<file path="config.mk">
export PLATFORM = sky130hd
export DESIGN_NAME = llist_summer
export DESIGN_NICKNAME = d
export VERILOG_FILES = /design/src/rtl/llsum_pkg.sv /design/src/rtl/llsum_seq.sv /design/src/rtl/llsum_path.sv /design/src/rtl/llist_summer.sv
export SDC_FILE = /design/constraint.sdc
export NUM_CORES = 1
export LEC_CHECK = 0
export CORE_AREA = 10 10 102 59
export CTS_CLUSTER_DIAMETER = 30
export CTS_CLUSTER_SIZE = 14
export DETAILED_ROUTE_END_ITERATION = 8
export DIE_AREA = 0 0 112 69
export DONT_BUFFER_PORTS = 1
export PLACE_DENSITY_LB_ADDON = 0.1
export SYNTH_ARGS = -nofsm -noshare
export SYNTH_HDL_FRONTEND = slang
export SYNTH_HIERARCHICAL = 1
export SYNTH_SLANG_ARGS = --single-unit
export TNS_END_PERCENT = 1
</file>
<file path="constraint.sdc">
create_clock -name clk -period 5.67 [get_ports clk]
set_clock_uncertainty 0.2 [all_clocks]
set_input_delay 0.567 -clock clk [delete_from_list [all_inputs] [get_ports clk]]
set_output_delay 0.567 -clock clk [all_outputs]
set_load 0.005 [all_outputs]
</file>
<file path="src/rtl/llsum_pkg.sv">
package llsum_pkg;

    // Phases of the list walk
    typedef enum logic [1:0] {
        WALK_IDLE   = 2'd0,
        WALK_VALUE  = 2'd1,
        WALK_LINK   = 2'd2,
        WALK_FINISH = 2'd3
    } walk_state_e;

    // Datapath control bundle produced by the sequencer
    typedef struct packed {
        logic clear;     // zero pointer and total
        logic sel_value; // address = pointer + 1 instead of pointer
        logic total_ld;  // accumulate read data
        logic ptr_ld;    // take read data as next node address
        logic res_ld;    // copy total to result
    } walk_ctl_t;

endpackage

</file>
<file path="src/rtl/llsum_seq.sv">
module llsum_seq
    import llsum_pkg::*;
(
    input  logic        clk,
    input  logic        rst,
    input  logic        start,
    input  logic        link_zero,
    output walk_ctl_t   ctl,
    output walk_state_e state,
    output logic        done
);

    typedef struct packed {
        walk_state_e state;
        logic        done;
    } seq_regs_t;

    localparam seq_regs_t SEQ_RESET = '{state: WALK_IDLE, done: 1'b0};

    seq_regs_t seq_d, seq_q;

    always_comb begin
        seq_d = seq_q;
        ctl   = '0;
        if (start) begin
            ctl.clear   = 1'b1;
            seq_d.state = WALK_VALUE;
            seq_d.done  = 1'b0;
        end else begin
            unique case (seq_q.state)
                WALK_IDLE: begin
                    seq_d.state = WALK_IDLE;
                end
                WALK_VALUE: begin
                    ctl.sel_value = 1'b1;
                    ctl.total_ld  = 1'b1;
                    seq_d.state   = WALK_LINK;
                end
                WALK_LINK: begin
                    ctl.ptr_ld  = 1'b1;
                    seq_d.state = link_zero ? WALK_FINISH : WALK_VALUE;
                end
                WALK_FINISH: begin
                    ctl.res_ld  = 1'b1;
                    seq_d.done  = 1'b1;
                    seq_d.state = WALK_IDLE;
                end
                default: seq_d.state = WALK_IDLE;
            endcase
        end
    end

    always_ff @(posedge clk) begin
        if (rst) seq_q <= SEQ_RESET;
        else     seq_q <= seq_d;
    end

    assign state = seq_q.state;
    assign done  = seq_q.done;

    // Value cycle is always followed by the link cycle of the same node
    assert_value_then_link_R3: assert property (@(posedge clk) disable iff (rst)
        (seq_q.state == WALK_VALUE && !start) |=> (seq_q.state == WALK_LINK));

    // Only one phase state at a time, and done never high mid-walk
    assert_done_idle_only_R4: assert property (@(posedge clk) disable iff (rst)
        seq_q.done |-> (seq_q.state == WALK_IDLE));

endmodule

</file>
<file path="src/rtl/llsum_path.sv">
module llsum_path
    import llsum_pkg::*;
#(
    parameter int W = 8
) (
    input  logic         clk,
    input  logic         rst,
    input  walk_ctl_t    ctl,
    input  logic [W-1:0] rdata,
    output logic [W-1:0] addr,
    output logic         link_zero,
    output logic [W-1:0] total,
    output logic [W-1:0] result
);

    localparam logic [W-1:0] ONE = W'(1);

    typedef struct packed {
        logic [W-1:0] ptr;
        logic [W-1:0] total;
        logic [W-1:0] result;
    } path_regs_t;

    localparam path_regs_t PATH_RESET = '{ptr: '0, total: '0, result: '0};

    path_regs_t path_d, path_q;

    always_comb begin
        path_d = path_q;
        if (ctl.clear) begin
            path_d.ptr   = '0;
            path_d.total = '0;
        end else begin
            if (ctl.total_ld) path_d.total = path_q.total + rdata;
            if (ctl.ptr_ld)   path_d.ptr   = rdata;
        end
        if (ctl.res_ld) path_d.result = path_q.total;
    end

    always_ff @(posedge clk) begin
        if (rst) path_q <= PATH_RESET;
        else     path_q <= path_d;
    end

    assign addr      = ctl.sel_value ? (path_q.ptr + ONE) : path_q.ptr;
    assign link_zero = (rdata == '0);
    assign total     = path_q.total;
    assign result    = path_q.result;

    // Result register moves only when the sequencer asks for it
    assert_result_load_only_R6: assert property (@(posedge clk) disable iff (rst)
        !ctl.res_ld |=> $stable(path_q.result));

endmodule

</file>
<file path="src/rtl/llist_summer.sv">
module llist_summer
    import llsum_pkg::*;
#(
    parameter int W = 8
) (
    input  logic         clk,
    input  logic         rst,
    input  logic         start,
    output logic [W-1:0] mem_addr,
    input  logic [W-1:0] mem_rdata,
    output logic [W-1:0] result,
    output logic         done
);

    walk_ctl_t    ctl;
    walk_state_e  state;
    logic         link_zero;
    logic [W-1:0] total;

    llsum_seq u_seq (
        .clk       (clk),
        .rst       (rst),
        .start     (start),
        .link_zero (link_zero),
        .ctl       (ctl),
        .state     (state),
        .done      (done)
    );

    llsum_path #(.W(W)) u_path (
        .clk       (clk),
        .rst       (rst),
        .ctl       (ctl),
        .rdata     (mem_rdata),
        .addr      (mem_addr),
        .link_zero (link_zero),
        .total     (total),
        .result    (result)
    );

    // First access after start is the head's value word
    assert_start_head_R2: assert property (@(posedge clk) disable iff (rst)
        start |=> (mem_addr == W'(1)));

    // Total untouched during a link cycle
    assert_total_hold_link_R3: assert property (@(posedge clk) disable iff (rst)
        (state == WALK_LINK && !start) |=> (total == $past(total)));

    // Value cycle adds the read word with modulo wrap
    assert_total_wrap_R5: assert property (@(posedge clk) disable iff (rst)
        (state == WALK_VALUE && !start) |=> (total == W'($past(total) + $past(mem_rdata))));

    // done rises only two cycles after a zero link was read
    assert_done_after_null_R4: assert property (@(posedge clk) disable iff (rst)
        $rose(done) |-> ($past(state, 2) == WALK_LINK && $past(mem_rdata, 2) == '0));

    // start always drops done on the following cycle
    assert_start_drops_done_R8: assert property (@(posedge clk) disable iff (rst)
        start |=> !done);

    // result only changes when leaving the finishing cycle
    assert_result_hold_R6: assert property (@(posedge clk) disable iff (rst)
        (state != WALK_FINISH) |=> $stable(result));

    // a restart mid-walk returns to the value phase
    assert_restart_R7: assert property (@(posedge clk) disable iff (rst)
        (start && state != WALK_IDLE) |=> (state == WALK_VALUE));

endmodule

</file>
==> Yosys cells after proc, flatten, opt, wreduce, memory -nomap -nowiden <==
Index checks and enable logic that the tools add are counted.
{ "word_totals": {"regBits": 27, "input_bits": 11, "out_inout_bits": 17, "wordCells": 26} }
{ "classes": {"addsub": 2, "eq_ne": 3, "mux": 10, "reduce_logical": 5} }
{ "op_table": {"columns": ["cell", "n"], "rows": [
  ["adder 8 x 1 -> 8 bit, second input constant", 1],
  ["adder 8 bit", 1],
  ["zero test 8 bit", 1],
  ["two-way mux 8 bit", 1],
  ["two-way mux 2 bit", 3],
  ["case mux 2 bit (3 select lines)", 1],
  ["OR reduction 2 bit", 3],
  ["== test 2 bit, second input constant", 2],
  ["two-way mux 1 bit", 4],
  ["two-way mux 4 bit", 1],
  ["== test 2 x 1 -> 1 bit, second input constant", 1],
  ["zero test 2 bit", 1]
]} }

==> Longest topological paths before layout <==
Gate-level depths: netlist (run 1).
{ "depth": {"ltp_word": 4, "ltp_mapped": 8, "depth_no_buf": 8} }

==> Cells and area by module <==
Netlist (run 1), hierarchy kept.
{ "by_module_without_submodules": {"columns": ["module", "instances", "cells_each", "area_per_inst_um2", "seq_area_each_um2"], "rows": [
  ["llsum_path", 1, 163, 1456.4, 480.5],
  ["llsum_seq", 1, 20, 177.7, 60.1]
]} }

==> Worst setup path before layout (run 1) <==
OpenSTA, ideal clock, no wires.
{ "synth_path": {"path_type": "input to output", "start": "input port start", "end": "output port mem_addr[7]", "arrival_ns": 1.565, "t_required_ns": 4.903, "setup_slack_ns": 3.338, "path_stages": 6, "path_buffers": 1, "path_cell_list": "nor2b_1 > buf_4 > and3_1 > nand2_1 > nor2_1 > xor2_1"} }
{ "synth_rtl": {"columns": ["element", "line_no", "source"], "rows": [
  ["start, declared", "llist_summer.sv:8", "input logic start,"],
  ["end, declared", "llist_summer.sv:9", "output logic [W-1:0] mem_addr,"]
]} }

==> Final worst setup path (run 1) <==
{ "layout_path": {"start": "register u_seq.seq_q (netlist bit u_seq/state[1])", "end": "output port mem_addr[7]"} }
{ "layout_via": {"elab_chain_cells": 4} }
{ "layout_lines": {"columns": ["element", "line_no", "source"], "rows": [
  ["start, declared", "llsum_seq.sv:20", "seq_regs_t seq_d, seq_q;"],
  ["start signal, assigned", "llsum_seq.sv:55", "else seq_q <= seq_d;"],
  ["== test 2 x 1 -> 1 bit", "llsum_seq.sv:30", "unique case (seq_q.state)"],
  ["two-way mux 2 bit", "llsum_seq.sv:30", null],
  ["two-way mux 4 bit", "llsum_seq.sv:25", "if (start) begin"],
  ["two-way mux 8 bit", "llsum_path.sv:45", "assign addr = ctl.sel_value ? (path_q.ptr + ONE) : path_q.ptr;"]
]} }
No other way between the ends.

==> out/metrics.yaml, run 1 <==
cpPeakStageDelay_ns: 0.34
whs_ns: 0.144
grt_pass1_wl_mm: 5.92
setup_violations: 0
netlist_instances: 175
num-nets-final: 189
slew_viol_final: 0
hold_viol: 0
peakVddDrop_mv: 0.0743
cts_sinks: 27
r2r-end: "u_path/total[6]$_SDFFE_PP0P_"
period_minus_slack_ns: 2.60
start_kind: "register"
routed_via_density: 5.05
first_pass_iters: 4
dieWidth_um: 112
cts_tree: "built"
r2r-start: "u_path/total[0]$_SDFFE_PP0P_"
die_area_mm2: 0.00773
die_h_um: 69
grt_start_max_net_pins: 22
rr_worst_depth: 8
crit_path_cell_trace: "inv_1 -> ha_1 -> nor2b_1 -> buf_4 -> and3_1 -> nand2_1 -> nor2_1 -> xor2_1"
grt-ovfl-total: 0
diodes: 0
holdCritPathClass: "in -> reg"
timing.max_cap.violations: 0
slew_headroom_pct: 31.2
routed_wirelength_mm: 3.58
crit_end: "mem_addr[7]"
io_pins: 28
path_clk_slew_ns: 0.09
core_area_mm2: 0.00423
antenna_found_initial: 0
cts_buffer_depth: 2
post_cts_resized: 0
holdBufCountCts: 0
ant_nets: 0
path_max_fanout: 21
fin_crit_sh_pct: 45.9
ys_warn_count: 6
finalPower_w: 0.000332
cp.arrival_ns: 1.83
setup_tns_ns: 0
drt_iter0_drc: 69
path_class: "reg -> out"
max_freq_mhz: 385
drcViolationCount: 0
wl_per_cell_um: 16.1
vias: 1122
grt_pass1_vias: 1049
worst_pin_slew_ns: 1.03
clock_latency_ns: 0.27
cpMaxStageDelayCell: "dfxtp_1"
leakagePower_nw: 0.586
cts_buffers: 3
gp_congestion: 0.806
syn-num-nets: 198
power_density_mw_per_mm2: 207
run_status: "completed"
hpwlAfterDp_mm: 2.80
rsz0062_at_grt: "no"
area_growth_syn_to_layout_pct: 1.67
initial_core_util_pct: 37.2
cts_setup_buffers: 0
io_buffers: 0
cts-root-buf: "clkbuf_8"
rows: 17
critPathRequiredTime_ns: 4.90
critPathLaunch: "u_seq/state[1]$_SDFF_PP0_"
syn_area_mm2: 0.00157
h-tree-depth: 1
synth.avg_cell_area_um2: 8.99
drive_gt1_share_pct: 4.85
grt.total_usage_pct: 9.31
cp-end-kind: "output port"
ff2ff_setup_slack_ns: 3.49
-- per-layer routing --
metal  track usage [%]  up-vias  share of wire [%]
li1                  -      577                  -
met1              12.8      517                 51
met2              12.8       26                 41
met3              3.62        2                7.1
met4              2.92        0               0.95
met5                 0        -                  0
-- stage by stage --
| step | setup WS [ns] | utilization, % | instance area, um2 | std cells |
|---|---|---|---|---|
| floorplan | 3.34 | - | 1570 | 175 |
| global route | 2.87 | 37.8 | 1600 | 222 |
| finish | 3.07 | 37.8 | 1600 | 222 |
| global placement | 3.35 | 36.7 | 1550 | 218 |
| detailed placement | 3.33 | 36.7 | 1550 | 218 |
| CTS | 3.03 | 37.8 | 1600 | 222 |
-- power by group --
group / internal (W) / switching (W)
clock: 0.0000493 / 0.0000622
combinational: 0.0000117 / 0.0000151
sequential: 0.000192 / 0.00000193
-- layout make-up --
class / instances / area (um2)
flip-flops and latches: 27 / 541
clock buffers: 3 / 41.3
fillers: 440 / 2630
clock inverters: 1 / 5.00
repair buffers: 2 / 15.0
well taps: 57 / 71.3
multi-input cells: 125 / 901
inverters: 7 / 26.3
-- sequential cells by signal, summed over array words and instances, names as in the netlist --
| signal | flops |
|---|---|
| u_path/path_q | 8 |
| u_path/result | 8 |
| u_path/total | 8 |
| u_seq/state | 2 |
| u_seq/done | 1 |
-- how the worst min path moves through the flow --
stage                                               from                             end  slack, ns  depth (start not counted)
after CTS                                            rst       u_seq/state[1]$_SDFF_PP0_       0.13                          1
after floorplan            u_path/result[0]$_SDFFE_PP0P_   u_path/result[0]$_SDFFE_PP0P_       0.26                          2
final                                                rst       u_seq/state[1]$_SDFF_PP0_       0.14                          1
after global placement    u_path/path_q[23]$_SDFFE_PP0P_  u_path/path_q[23]$_SDFFE_PP0P_       0.29                          2
after global routing                                 rst       u_seq/state[1]$_SDFF_PP0_       0.12                          1
after detailed placement    u_path/total[4]$_SDFFE_PP0P_    u_path/total[4]$_SDFFE_PP0P_       0.31                          2
-- placed cells by master (no fill, tap or decap), types with 3 or more instances in the layout --
cell / instances
nand2_1: 7
xor2_1: 3
nand4_1: 5
ha_1: 11
inv_1: 7
mux2i_1: 20
o21ai_0: 3
xnor2_1: 6
nor2_1: 27
clkbuf_8: 3
dfxtp_1: 27
nor3_1: 7
a21oi_1: 5
nor2b_1: 5
-- critical path: cells and delay by family (launching register included) --
kind,cells,cell delay (ns)
XOR/XNOR,1,0.22
adder cells (fa/ha/maj),1,0.14
flip-flops,1,0.34
buffers and inverters,2,0.31
AND/OR/NAND/NOR,4,0.55
Power figures use the tool's default switching activity.
==> run 2, diff against run 1 <==
==> constraint.sdc (replaced) <==
create_clock -name clk -period 2.13 [get_ports clk]
set_clock_uncertainty 0.2 [all_clocks]
set_input_delay 0.213 -clock clk [delete_from_list [all_inputs] [get_ports clk]]
set_output_delay 0.213 -clock clk [all_outputs]
set_load 0.005 [all_outputs]
==> run 2 against run 1 <==
- combinational power rose to 3.7 times the previous value
- via count up 3.2%
- routed wire length up 5.3%
- sequential share of layout area down 3.3 points
- critical path type is now reg -> reg
==> out/metrics.yaml, run 2 (synthesized netlist as in run 1, its figures left out) <==
crit_end: "u_path/total[4]$_SDFFE_PP0P_"
drcViolationCount: 0
holdCritPathClass: "in -> reg"
initial_core_util_pct: 37.2
core_area_mm2: 0.00423
first_pass_iters: 4
gp_congestion: 0.843
rsz0062_at_grt: "yes"
finish.utilization_pct: 42.2
critPathLaunch: "u_path/total[2]$_SDFFE_PP0P_"
num-nets-final: 205
hp-start: "mem_rdata[0]"
cp.arrival_ns: 2.07
dp_cells: 221
path_clk_slew_ns: 0.09
io_buffers: 0
final_cell_mix: "27 x nor2_1, 24 x dfxtp_1, 20 x mux2i_1"
rows: 17
finalNonFillerCells: 238
ff2ff_setup_slack_ns: 0.08
fin_ws_ns: 0.0780
area_growth_syn_to_layout_pct: 13.5
vias: 1158
r2r-end: "u_path/total[4]$_SDFFE_PP0P_"
setup_violations: 0
slew_viol_final: 0
drt_iter0_drc: 41
peakVddDrop_mv: 0.250
grt_start_max_net_pins: 18
diodes: 0
cts_buffer_depth: 2
routed_wirelength_mm: 3.78
layout_commonest_cell: "nor2_1"
drive_gt1_share_pct: 12.2
rr_worst_depth: 6
grt_pass1_wl_mm: 6.22
dieWidth_um: 112
hold_viol: 0
max_freq_mhz: 487
grt_pass1_vias: 1158
fin_crit_sh_pct: 96.3
ant_nets: 0
routed_via_density: 4.87
period_minus_slack_ns: 2.05
power_density_mw_per_mm2: 505
hpwlAfterDp_mm: 2.88
grt-ovfl-total: 0
start_kind: "register"
cts-root-buf: "clkbuf_8"
path_class: "reg -> reg"
path_max_fanout: 4
clock_latency_ns: 0.26
finalPower_w: 0.000903
cts_buffers: 3
timing.max_cap.violations: 0
pre_cts_ws_ns: 0.0390
die_h_um: 69
wl_per_cell_um: 15.9
die_area_mm2: 0.00773
r2r-start: "u_path/total[2]$_SDFFE_PP0P_"
run_status: "completed"
cts_sinks: 27
grt.total_usage_pct: 9.69
io_pins: 28
leakagePower_nw: 0.661
antenna_found_initial: 0
worst_pin_slew_ns: 0.510
slew_headroom_pct: 65.9
critPathRequiredTime_ns: 2.14
cp-end-kind: "register"
cts_tree: "built"
h-tree-depth: 1
==> run 2: cell count changes in the layout (fill, tap and decap cells not counted), moves of 3 or more <==
cell / delta
buf_4: +5
dfxtp_2: +3
dlygate4sd3_1: +11
dfxtp_1: -3
==> run 2: per-layer routing <==
metal | global-route usage, % | vias up | part of all wire, %
li1 | - | 611 | -
met1 | 12.8 | 528 | 51
met2 | 14.7 | 17 | 42
met3 | 3.36 | 2 | 6.5
met4 | 2.08 | 0 | 0.77
met5 | 0 | - | 0
==> run 2: how the worst min path moves through the flow <==
stage                                              end  cells after the start
after floorplan              u_seq/state[1]$_SDFF_PP0_                      1
after global placement       u_seq/state[1]$_SDFF_PP0_                      1
after detailed placement     u_seq/state[1]$_SDFF_PP0_                      1
after CTS                 u_path/total[0]$_SDFFE_PP0P_                      3
after global routing      u_path/total[0]$_SDFFE_PP0P_                      3
final                     u_path/total[0]$_SDFFE_PP0P_                      3
==> run 2: through the flow <==
stage / area [um2] / TNS, ns / hold WS (ns)
global route: 1790 / -0.0152 / 0.0292
CTS: 1730 / 0 / 0.00192
finish: 1790 / 0 / 0.00633
floorplan: 1570 / 0 / 0.0776
global placement: 1580 / 0 / 0.0802
detailed placement: 1580 / 0 / 0.0827
==> run 2: layout make-up <==
| class | count | area [um2] |
|---|---|---|
| sequential | 27 | 544 |
| multi-input combinational | 125 | 937 |
| tap | 57 | 71.3 |
| clock buffer | 4 | 45.0 |
| fill | 419 | 2450 |
| inverter | 7 | 26.3 |
| timing repair buffer | 18 | 163 |
==> run 2: worst max-delay path, cell delays in order, from the launching register on <==
cell and delay, ns:
dfxtp_1 0.34, ha_1 0.35, nor2b_1 0.15, o21a_1 0.20, o21a_1 0.22, or3b_1 0.40, a21oi_2 0.13
==> run 2: report_power, final <==
| group | total [W] | internal (W) | switching (W) |
|---|---|---|---|
| Combinational | 0.0000983 | 0.0000483 | 0.0000500 |
| Clock | 0.000289 | 0.000134 | 0.000155 |
| Sequential | 0.000516 | 0.000510 | 0.00000544 |
==> run 2: repair_timing <==
item	in CTS	in global routing
pin swaps	0	7
endpoints found under the hold margin	20	0
gates resized for setup	1	12
hold buffers	11	0
setup endpoints to repair	1	4
buffers inserted	0	2
